--- config.mk ---
export PLATFORM = sky130hd
export DESIGN_NAME = rfps_seq
export DESIGN_NICKNAME = d
export VERILOG_FILES = /design/src/rtl/rfps_pkg.sv /design/src/rtl/rfps_pwrmap.sv /design/src/rtl/rfps_minchk.sv /design/src/rtl/rfps_wake.sv /design/src/rtl/rfps_seq.sv
export SDC_FILE = /design/constraint.sdc
export NUM_CORES = 1
export LEC_CHECK = 0
export BUFFER_PORTS_ARGS = -buffer_cell sky130_fd_sc_hd__buf_2
export CORE_MARGIN = 2
export CORE_UTILIZATION = 52
export CTS_CLUSTER_DIAMETER = 120
export DETAILED_ROUTE_END_ITERATION = 10
export PLACE_DENSITY_LB_ADDON = 0.2
export SETUP_SLACK_MARGIN = 0.2
export SYNTH_ARGS = -nofsm -noshare
export SYNTH_HDL_FRONTEND = slang
export SYNTH_SLANG_ARGS = --single-unit
--- constraint.sdc ---
create_clock -name clk -period 3.7 [get_ports clk]
set_clock_uncertainty 0.1 [all_clocks]
set_input_delay 0 -clock clk [delete_from_list [all_inputs] [get_ports clk]]
set_output_delay 0 -clock clk [all_outputs]
set_load 0.02 [all_outputs]
--- src/rtl/rfps_pkg.sv ---
package rfps_pkg;

  typedef enum logic [2:0] {
    PH_CHIRP   = 3'd0,
    PH_ICHIRP  = 3'd1,
    PH_IBURST  = 3'd2,
    PH_PROC    = 3'd3,
    PH_IFRAME  = 3'd4,
    PH_PDWAIT  = 3'd5,
    PH_SLEEP   = 3'd6,
    PH_RESTORE = 3'd7
  } phase_e;

  typedef struct packed {
    logic rf_on;
    logic rf_txrx_on;
    logic rf_xtal_on;
    logic fe_on;
    logic fe_dp_gate;
    logic fe_all_gate;
    logic app_on;
    logic app_xtal_clk;
    logic acc_on;
    logic acc_gate;
    logic aon_on;
  } pwr_t;

  // Domain levels held in each phase.
  function automatic pwr_t phase_power(input phase_e ph);
    pwr_t p;
    p = '0;
    p.aon_on = 1'b1;
    unique case (ph)
      PH_CHIRP: begin
        p.rf_on = 1'b1; p.rf_txrx_on = 1'b1; p.rf_xtal_on = 1'b1;
        p.fe_on = 1'b1; p.app_on = 1'b1; p.acc_on = 1'b1; p.acc_gate = 1'b1;
      end
      PH_ICHIRP: begin
        p.rf_on = 1'b1; p.rf_xtal_on = 1'b1;
        p.fe_on = 1'b1; p.fe_dp_gate = 1'b1; p.app_on = 1'b1; p.acc_on = 1'b1;
      end
      PH_IBURST: begin
        p.rf_xtal_on = 1'b1; p.fe_on = 1'b1; p.fe_dp_gate = 1'b1;
        p.app_on = 1'b1; p.acc_on = 1'b1; p.acc_gate = 1'b1;
      end
      PH_PROC: begin
        p.rf_xtal_on = 1'b1; p.app_on = 1'b1; p.acc_on = 1'b1;
      end
      PH_SLEEP: begin
      end
      default: begin // interframe idle, power-down wait, restore
        p.rf_xtal_on = 1'b1; p.fe_on = 1'b1; p.fe_dp_gate = 1'b1;
        p.fe_all_gate = 1'b1; p.app_on = 1'b1; p.app_xtal_clk = 1'b1;
      end
    endcase
    return p;
  endfunction

  // Chirp-gap lower bound: max(base - tx, floor), base - tx clamped at 0.
  function automatic int unsigned chirp_gap_min(input logic lp,
                                                input int unsigned tx,
                                                input int unsigned lp_base,
                                                input int unsigned base,
                                                input int unsigned floor_v);
    int unsigned b;
    int unsigned d;
    b = lp ? lp_base : base;
    d = (tx >= b) ? 0 : (b - tx);
    return (d > floor_v) ? d : floor_v;
  endfunction

endpackage

--- src/rtl/rfps_pwrmap.sv ---
module rfps_pwrmap
  import rfps_pkg::*;
(
  input  phase_e ph,
  output pwr_t   pwr
);
  always_comb pwr = phase_power(ph);
endmodule

--- src/rtl/rfps_minchk.sv ---
module rfps_minchk
  import rfps_pkg::*;
#(
  parameter int TW         = 16,
  parameter int CYC_PER_US = 10
) (
  input  logic          clk,
  input  logic          rst_n,
  input  logic          lp_en,
  input  logic [TW-1:0] tx_start,
  input  logic [TW-1:0] ichirp_cfg,
  input  logic [TW-1:0] iburst_cfg,
  input  logic          take_ichirp,
  input  logic          take_iburst,
  output logic [TW-1:0] eff_ichirp,
  output logic [TW-1:0] eff_iburst,
  output logic          viol_ichirp,
  output logic          viol_iburst
);
  localparam int unsigned GAP_LP_BASE = 6 * CYC_PER_US;
  localparam int unsigned GAP_BASE    = 4 * CYC_PER_US;
  localparam int unsigned GAP_FLOOR   = (31 * CYC_PER_US) / 10;
  localparam int unsigned BURST_MIN   = 95 * CYC_PER_US;

  int unsigned ic_min;
  logic        ic_short;
  logic        ib_short;

  always_comb begin
    ic_min     = chirp_gap_min(lp_en, 32'(tx_start), GAP_LP_BASE, GAP_BASE, GAP_FLOOR);
    ic_short   = 32'(ichirp_cfg) < ic_min;
    ib_short   = 32'(iburst_cfg) < BURST_MIN;
    eff_ichirp = ic_short ? TW'(ic_min) : ichirp_cfg;
    eff_iburst = ib_short ? TW'(BURST_MIN) : iburst_cfg;
  end

  always_ff @(posedge clk or negedge rst_n) begin
    if (!rst_n) begin
      viol_ichirp <= 1'b0;
      viol_iburst <= 1'b0;
    end else begin
      if (take_ichirp && ic_short) viol_ichirp <= 1'b1;
      if (take_iburst && ib_short) viol_iburst <= 1'b1;
    end
  end

  a_r4_viol_sticky: assert property (@(posedge clk) disable iff (!rst_n)
    viol_ichirp |=> viol_ichirp);
  a_r5_viol_sticky: assert property (@(posedge clk) disable iff (!rst_n)
    viol_iburst |=> viol_iburst);
  a_r4_gap_floor: assert property (@(posedge clk) disable iff (!rst_n)
    take_ichirp |-> (32'(eff_ichirp) >= GAP_FLOOR));
  a_r5_gap_floor: assert property (@(posedge clk) disable iff (!rst_n)
    take_iburst |-> (32'(eff_iburst) >= BURST_MIN));
endmodule

--- src/rtl/rfps_wake.sv ---
module rfps_wake #(
  parameter int TW = 16
) (
  input  logic          clk,
  input  logic          rst_n,
  input  logic          arm,
  input  logic          in_sleep,
  input  logic [TW-1:0] sleep_len,
  input  logic [3:0]    wake_evt,
  output logic          wake_fire,
  output logic [4:0]    wake_src
);
  logic [TW-1:0] scnt;
  logic          cnt_expired;
  logic [4:0]    causes;
  logic [4:0]    first_cause;

  always_comb begin
    cnt_expired = in_sleep && (scnt == '0);
    causes      = in_sleep ? {wake_evt, cnt_expired} : 5'b0;
    first_cause = causes & (~causes + 5'd1);
    wake_fire   = |causes;
  end

  always_ff @(posedge clk or negedge rst_n) begin
    if (!rst_n) begin
      scnt     <= '0;
      wake_src <= '0;
    end else begin
      if (arm)                         scnt <= (sleep_len == '0) ? '0 : sleep_len - 1'b1;
      else if (in_sleep && scnt != '0) scnt <= scnt - 1'b1;
      if (wake_fire) wake_src <= first_cause;
    end
  end

  a_r11_src_onehot: assert property (@(posedge clk) disable iff (!rst_n)
    $onehot0(wake_src));
  a_r10_count_down: assert property (@(posedge clk) disable iff (!rst_n)
    (in_sleep && !wake_fire) |=> (scnt == $past(scnt) - 1'b1));
  a_r11_src_hold: assert property (@(posedge clk) disable iff (!rst_n)
    !wake_fire |=> $stable(wake_src));
endmodule

--- src/rtl/rfps_seq.sv ---
module rfps_seq
  import rfps_pkg::*;
#(
  parameter int TW         = 16,
  parameter int CW         = 8,
  parameter int FW         = 20,
  parameter int CYC_PER_US = 10
) (
  input  logic          clk,
  input  logic          rst_n,
  input  logic          cfg_lp_en,
  input  logic [TW-1:0] cfg_tx_start,
  input  logic [TW-1:0] cfg_chirp_len,
  input  logic [TW-1:0] cfg_ichirp_idle,
  input  logic [TW-1:0] cfg_iburst_idle,
  input  logic [TW-1:0] cfg_proc_len,
  input  logic [CW-1:0] cfg_chirps,
  input  logic [CW-1:0] cfg_bursts,
  input  logic [FW-1:0] cfg_frame_period,
  input  logic [TW-1:0] cfg_sleep_len,
  input  logic          sleep_req,
  input  logic          pd_done,
  input  logic          restore_done,
  input  logic [3:0]    wake_evt,
  output logic [2:0]    phase,
  output logic          frame_start,
  output logic          rf_on,
  output logic          rf_txrx_on,
  output logic          rf_xtal_on,
  output logic          fe_on,
  output logic          fe_dp_gate,
  output logic          fe_all_gate,
  output logic          app_on,
  output logic          app_xtal_clk,
  output logic          acc_on,
  output logic          acc_gate,
  output logic          aon_on,
  output logic          pd_start,
  output logic          restore_req,
  output logic [4:0]    wake_src,
  output logic          viol_ichirp,
  output logic          viol_iburst,
  output logic          frame_overrun
);
  localparam int unsigned   IFR_MIN  = 135 * CYC_PER_US;
  localparam logic [FW-1:0] IFR_LAST = FW'(IFR_MIN - 1);

  function automatic logic [TW-1:0] less1(input logic [TW-1:0] v);
    return (v == '0) ? '0 : v - 1'b1;
  endfunction

  phase_e        st, st_nx;
  logic [TW-1:0] tmr, tmr_nx;
  logic [CW-1:0] cidx, bidx;
  logic [FW-1:0] fcnt, icnt;
  logic [TW-1:0] eff_ichirp, eff_iburst;
  logic          wake_fire;
  pwr_t          pwr;

  // Named internal events
  logic tmr_done, last_chirp, last_burst, gap_end;
  logic to_ichirp, to_iburst, to_proc, to_ifr;
  logic period_hit, late, idle_met;
  logic go_sleep, launch_ifr, launch_rst, launch;
  logic enter_sleep, in_pd, in_sleep;

  always_comb begin
    tmr_done    = (tmr == '0);
    last_chirp  = ({1'b0, cidx} + 1'b1) >= {1'b0, cfg_chirps};
    last_burst  = ({1'b0, bidx} + 1'b1) >= {1'b0, cfg_bursts};
    gap_end     = (st == PH_ICHIRP || st == PH_IBURST) && tmr_done;
    to_ichirp   = (st == PH_CHIRP) && tmr_done && !last_chirp;
    to_iburst   = (st == PH_CHIRP) && tmr_done && last_chirp && !last_burst;
    to_proc     = (st == PH_CHIRP) && tmr_done && last_chirp && last_burst;
    to_ifr      = (st == PH_PROC) && tmr_done;
    period_hit  = ({1'b0, fcnt} + 1'b1) >= {1'b0, cfg_frame_period};
    late        = ({1'b0, fcnt} + 1'b1) >  {1'b0, cfg_frame_period};
    idle_met    = icnt >= IFR_LAST;
    go_sleep    = (st == PH_IFRAME) && sleep_req;
    launch_ifr  = (st == PH_IFRAME) && !sleep_req && period_hit && idle_met;
    launch_rst  = (st == PH_RESTORE) && restore_done;
    launch      = launch_ifr || launch_rst;
    in_pd       = (st == PH_PDWAIT);
    in_sleep    = (st == PH_SLEEP);
    enter_sleep = in_pd && pd_done;
  end

  always_comb begin
    st_nx = st;
    unique case (st)
      PH_CHIRP:   if (to_ichirp) st_nx = PH_ICHIRP;
                  else if (to_iburst) st_nx = PH_IBURST;
                  else if (to_proc) st_nx = PH_PROC;
      PH_ICHIRP,
      PH_IBURST:  if (gap_end) st_nx = PH_CHIRP;
      PH_PROC:    if (to_ifr) st_nx = PH_IFRAME;
      PH_IFRAME:  if (go_sleep) st_nx = PH_PDWAIT;
                  else if (launch_ifr) st_nx = PH_CHIRP;
      PH_PDWAIT:  if (enter_sleep) st_nx = PH_SLEEP;
      PH_SLEEP:   if (wake_fire) st_nx = PH_RESTORE;
      PH_RESTORE: if (launch_rst) st_nx = PH_CHIRP;
      default:    st_nx = PH_IFRAME;
    endcase
  end

  always_comb begin
    if (launch || gap_end)  tmr_nx = less1(cfg_chirp_len);
    else if (to_ichirp)     tmr_nx = less1(eff_ichirp);
    else if (to_iburst)     tmr_nx = less1(eff_iburst);
    else if (to_proc)       tmr_nx = less1(cfg_proc_len);
    else if (!tmr_done)     tmr_nx = tmr - 1'b1;
    else                    tmr_nx = tmr;
  end

  always_ff @(posedge clk or negedge rst_n) begin
    if (!rst_n) begin
      st            <= PH_IFRAME;
      tmr           <= '0;
      cidx          <= '0;
      bidx          <= '0;
      fcnt          <= '0;
      icnt          <= '0;
      frame_overrun <= 1'b0;
    end else begin
      st  <= st_nx;
      tmr <= tmr_nx;
      if (launch)                         cidx <= '0;
      else if (st == PH_ICHIRP && gap_end) cidx <= cidx + 1'b1;
      else if (st == PH_IBURST && gap_end) cidx <= '0;
      if (launch)                         bidx <= '0;
      else if (st == PH_IBURST && gap_end) bidx <= bidx + 1'b1;
      if (launch)             fcnt <= '0;
      else if (~&fcnt)        fcnt <= fcnt + 1'b1;
      if (to_ifr)             icnt <= '0;
      else if (st == PH_IFRAME && ~&icnt) icnt <= icnt + 1'b1;
      if (launch_ifr && late) frame_overrun <= 1'b1;
    end
  end

  rfps_minchk #(.TW(TW), .CYC_PER_US(CYC_PER_US)) u_minchk (
    .clk        (clk),
    .rst_n      (rst_n),
    .lp_en      (cfg_lp_en),
    .tx_start   (cfg_tx_start),
    .ichirp_cfg (cfg_ichirp_idle),
    .iburst_cfg (cfg_iburst_idle),
    .take_ichirp(to_ichirp),
    .take_iburst(to_iburst),
    .eff_ichirp (eff_ichirp),
    .eff_iburst (eff_iburst),
    .viol_ichirp(viol_ichirp),
    .viol_iburst(viol_iburst)
  );

  rfps_wake #(.TW(TW)) u_wake (
    .clk      (clk),
    .rst_n    (rst_n),
    .arm      (enter_sleep),
    .in_sleep (in_sleep),
    .sleep_len(cfg_sleep_len),
    .wake_evt (wake_evt),
    .wake_fire(wake_fire),
    .wake_src (wake_src)
  );

  rfps_pwrmap u_pwrmap (.ph(st), .pwr(pwr));

  assign phase        = st;
  assign frame_start  = (st == PH_CHIRP) && (fcnt == '0);
  assign pd_start     = in_pd;
  assign restore_req  = (st == PH_RESTORE);
  assign rf_on        = pwr.rf_on;
  assign rf_txrx_on   = pwr.rf_txrx_on;
  assign rf_xtal_on   = pwr.rf_xtal_on;
  assign fe_on        = pwr.fe_on;
  assign fe_dp_gate   = pwr.fe_dp_gate;
  assign fe_all_gate  = pwr.fe_all_gate;
  assign app_on       = pwr.app_on;
  assign app_xtal_clk = pwr.app_xtal_clk;
  assign acc_on       = pwr.acc_on;
  assign acc_gate     = pwr.acc_gate;
  assign aon_on       = pwr.aon_on;

  a_r8_sleep_from_iframe: assert property (@(posedge clk) disable iff (!rst_n)
    $rose(in_pd) |-> $past(st == PH_IFRAME));
  a_r9_pd_hold: assert property (@(posedge clk) disable iff (!rst_n)
    (in_pd && !pd_done) |=> in_pd);
  a_r12_restore_hold: assert property (@(posedge clk) disable iff (!rst_n)
    (st == PH_RESTORE && !restore_done) |=> (st == PH_RESTORE));
  a_r6_start_origin: assert property (@(posedge clk) disable iff (!rst_n)
    frame_start |-> ($past(st == PH_IFRAME) || $past(st == PH_RESTORE)));
  a_r7_ovr_sticky: assert property (@(posedge clk) disable iff (!rst_n)
    frame_overrun |=> frame_overrun);
  a_r3_gap_then_chirp: assert property (@(posedge clk) disable iff (!rst_n)
    gap_end |=> (st == PH_CHIRP));
endmodule

==> results.txt <==
Critical Setup Path Class -> input pin to flip-flop
Peak Freq -> 0.230 GHz
TNS Setup -> -13,510 ps
pwr dens -> 507 nW/µm²
min Tclk post-route -> 4340 ps
max cap viols -> 0
Pint -> 0.00369 W
commonest cells after routing, fill and taps aside -> buf_2 (161), buf_4 (139), nor2_1 (110)
vias -> 10,200
Worst-Skew Late Latency -> 360 ps
gr usage total -> 30.0%
total routed wirelength -> 29,600 µm
Max IR drop VDD -> 0.404 mV
Main synth FF type -> dfrtp_1
die height -> 138 µm
static leakage -> 6.07 nW
Sw Share -> 43.7%
DR pass1 iterations -> 5
failing checks -> negative setup slack
Die X -> 138 µm
clock sink count -> 99
commonest non-fill, non-tap cell in the layout -> buf_2
Place WS -> -1120 ps
remaining global-route overflow -> 0
n_diodes -> 0
die area -> 18,900 µm²
fraction of layout cells with a size suffix above 1 -> 32.0%
Buffers on Ports -> 165
part of the cycle the worst path needs -> 117%
register area share after synthesis -> 26.7%
number of global-route vias before repair -> 9,554
first-pass GRT wire length -> 44,900 µm
min-delay worst type -> input pin to asynchronous set/reset pin
area of the mapped netlist -> 9290 µm²
DRT antenna net count -> 0
Core ar. -> 17,400 µm²
Synth Register Bits -> 99
crit path max fanout -> 7
Routed WL per cell -> 17.0 µm
# IOs -> 167
Tightest Pin Transition -> 929 ps
Mapped Cells -> 1,178
Fin Hold WS -> 6.33 ps
NumNets Final -> 1,728
synth unique cells -> 90
Setup crit end kind -> flip-flop
clock share of power -> 15.0%
CTS buffer count -> 9
Site Rows -> 48
Synthesis Warnings -> 0
Final Slew Violations -> 0
vias per inst -> 5.81
CTS tree -> built
largest net degree at the start of global routing -> 39
Final WS setup -> -640 ps
Initial Utilization -> 53.5%
Post-Syn Area per Cell -> 7.89 µm²
Final Total Pwr -> 0.00656 W
worst path required time -> 3840 ps
Post-synth EDFFs -> 0
final hold vios -> 0
Slew HR -> 37.5%
ys async rst share -> 100%
crit path launch type -> input pin
CTS Buffer Depth -> 2
CTS clk-pin slew, worst paths -> 80 ps
P_sw -> 0.00287 W
gpl congestion -> 0.919
RSZ-0062 raised after global routing -> true
CTS Root Cell -> clkbuf_16
setup violators final -> 52
part of the power in combinational logic -> 54.8%
H-tree levels -> 3
final core occ -> 74.5%
status -> complete, but fails checks
sequential share of power -> 30.2%
1st-iter DRT viols -> 726
Worst Path Arrival -> 4480 ps
Area Overhead vs Synth -> 39.2%
drc violations -> 0
Detail Placement HPWL -> 20,900 µm
initial antenna violation count -> 0
==> repair_timing <==
| item | 4_1_cts | 5_1_grt |
|---|---|---|
| hold buffers | 28 | 0 |
| cloned | 4 | 0 |
| setup buffers | 25 | 11 |
| resized for setup | 94 | 60 |
| endpoints found under the setup margin | 54 | 53 |
| endpoints found under the hold margin | 84 | 0 |
| pin swaps | 43 | 41 |
==> worst max-delay path, stage by stage <==
cell,delay (ps)
buf_2,90
or4_4,540
or4b_4,510
a311oi_4,280
buf_4,210
nand2_4,60
buf_4,130
buf_4,160
nor2_1,170
ha_1,270
nand4_1,90
a311oi_2,110
a21o_1,220
or3_1,300
o21ai_1,90
ha_2,230
buf_6,110
nand2_2,40
and4bb_4,410
buf_6,120
nor3_2,30
o21ai_1,190
a211oi_2,100
==> synthesized netlist by cell type, drive strengths merged (22+ instances only) <==
master    n  share of area, %
ha       67               9.0
dfrtp    98                26
nand2    93               3.8
clkbuf   25               1.0
nor4     28               2.0
nor3     46               2.6
xor2     69               6.5
nor2    130               5.4
and3     24               1.6
or3      22               1.5
o21ai    52               2.8
a21oi   100               5.5
inv      89               3.6
xnor2    58               5.5
nand3    37               2.0
==> sequential cells by signal, indices dropped and copies added (netlist names) <==
name                  count
bidx                      8
cidx                      8
fcnt                     20
frame_overrun             1
icnt                     20
phase                     3
tmr                      16
u_minchk.viol_iburst      1
u_minchk.viol_ichirp      1
u_wake.scnt              16
u_wake.wake_src           5
==> power by group through the flow <==
stage / sequential (W) / combinational, W / clock, W
3_5_place_dp: 0.00194 / 0.00291 / 0
4_1_cts: 0.00194 / 0.00324 / 0.000989
5_1_grt: 0.00203 / 0.00392 / 0.00103
6_report: 0.00198 / 0.00359 / 0.000982
3_3_place_gp: 0.00193 / 0.00283 / 0
2_1_floorplan: 0.00188 / 0.00187 / 0
==> cell families (layout without fill, tap and decap cells) <==
family / after synthesis / in the layout / share of synthesized area (%)
and+or+nand+nor: 481 / 481 / 26.8
other: 1 / 10 / 0.0404
buffers and inverters: 120 / 457 / 5.17
xor gates and xnor gates: 127 / 127 / 12.0
AOI/OAI and AO/OA: 272 / 272 / 19.1
DFF: 99 / 99 / 26.7
muxes: 11 / 11 / 1.21
adders and majority gates: 67 / 67 / 9.02
==> worst paths after layout <==
| path | depth (start not counted) | slack [ps] | end | start |
|---|---|---|---|---|
| worst min-delay path | 2 | 6 | fcnt[6]$_DFFE_PN0P_ | rst_n |
| worst min register to register | 1 | 370 | u_minchk.viol_iburst$_DFFE_PN0P_ | u_minchk.viol_iburst$_DFFE_PN0P_ |
| max in group asynchronous | 3 | 2640 | icnt[17]$_DFFE_PN0P_ | rst_n |
| worst max register to register | 19 | -200 | tmr[6]$_DFFE_PN0P_ | fcnt[0]$_DFFE_PN0P_ |
| min in group clk | 5 | 10 | u_wake.scnt[6]$_DFFE_PN0P_ | cfg_sleep_len[6] |
| worst max-delay path | 23 | -640 | tmr[0]$_DFFE_PN0P_ | cfg_tx_start[13] |
==> area by class of cell <==
class,instances,area (µm²)
clock inverter,7,80.1
clock buffer,9,225
fill,1278,4430
timing repair buffer,351,2450
inverter,90,350
sequential,99,2480
tap,225,282
multi-input combinational,968,7060
==> layer usage <==
metal	part of all wire [%]	up-vias	GRT usage (%)
li1	-	4896	-
met1	42	4815	37.9
met2	50	383	52.3
met5	0	-	0
met3	5.8	65	4.12
met4	2.4	0	10.3
==> through the flow <==
stage	instances	area, µm²
finish	1749	12900
detailed placement	1665	11300
global route	1749	12900
global placement	1665	11300
CTS	1738	12500
floorplan	1187	9430
No activity file was read; power rests on OpenSTA's default activity.
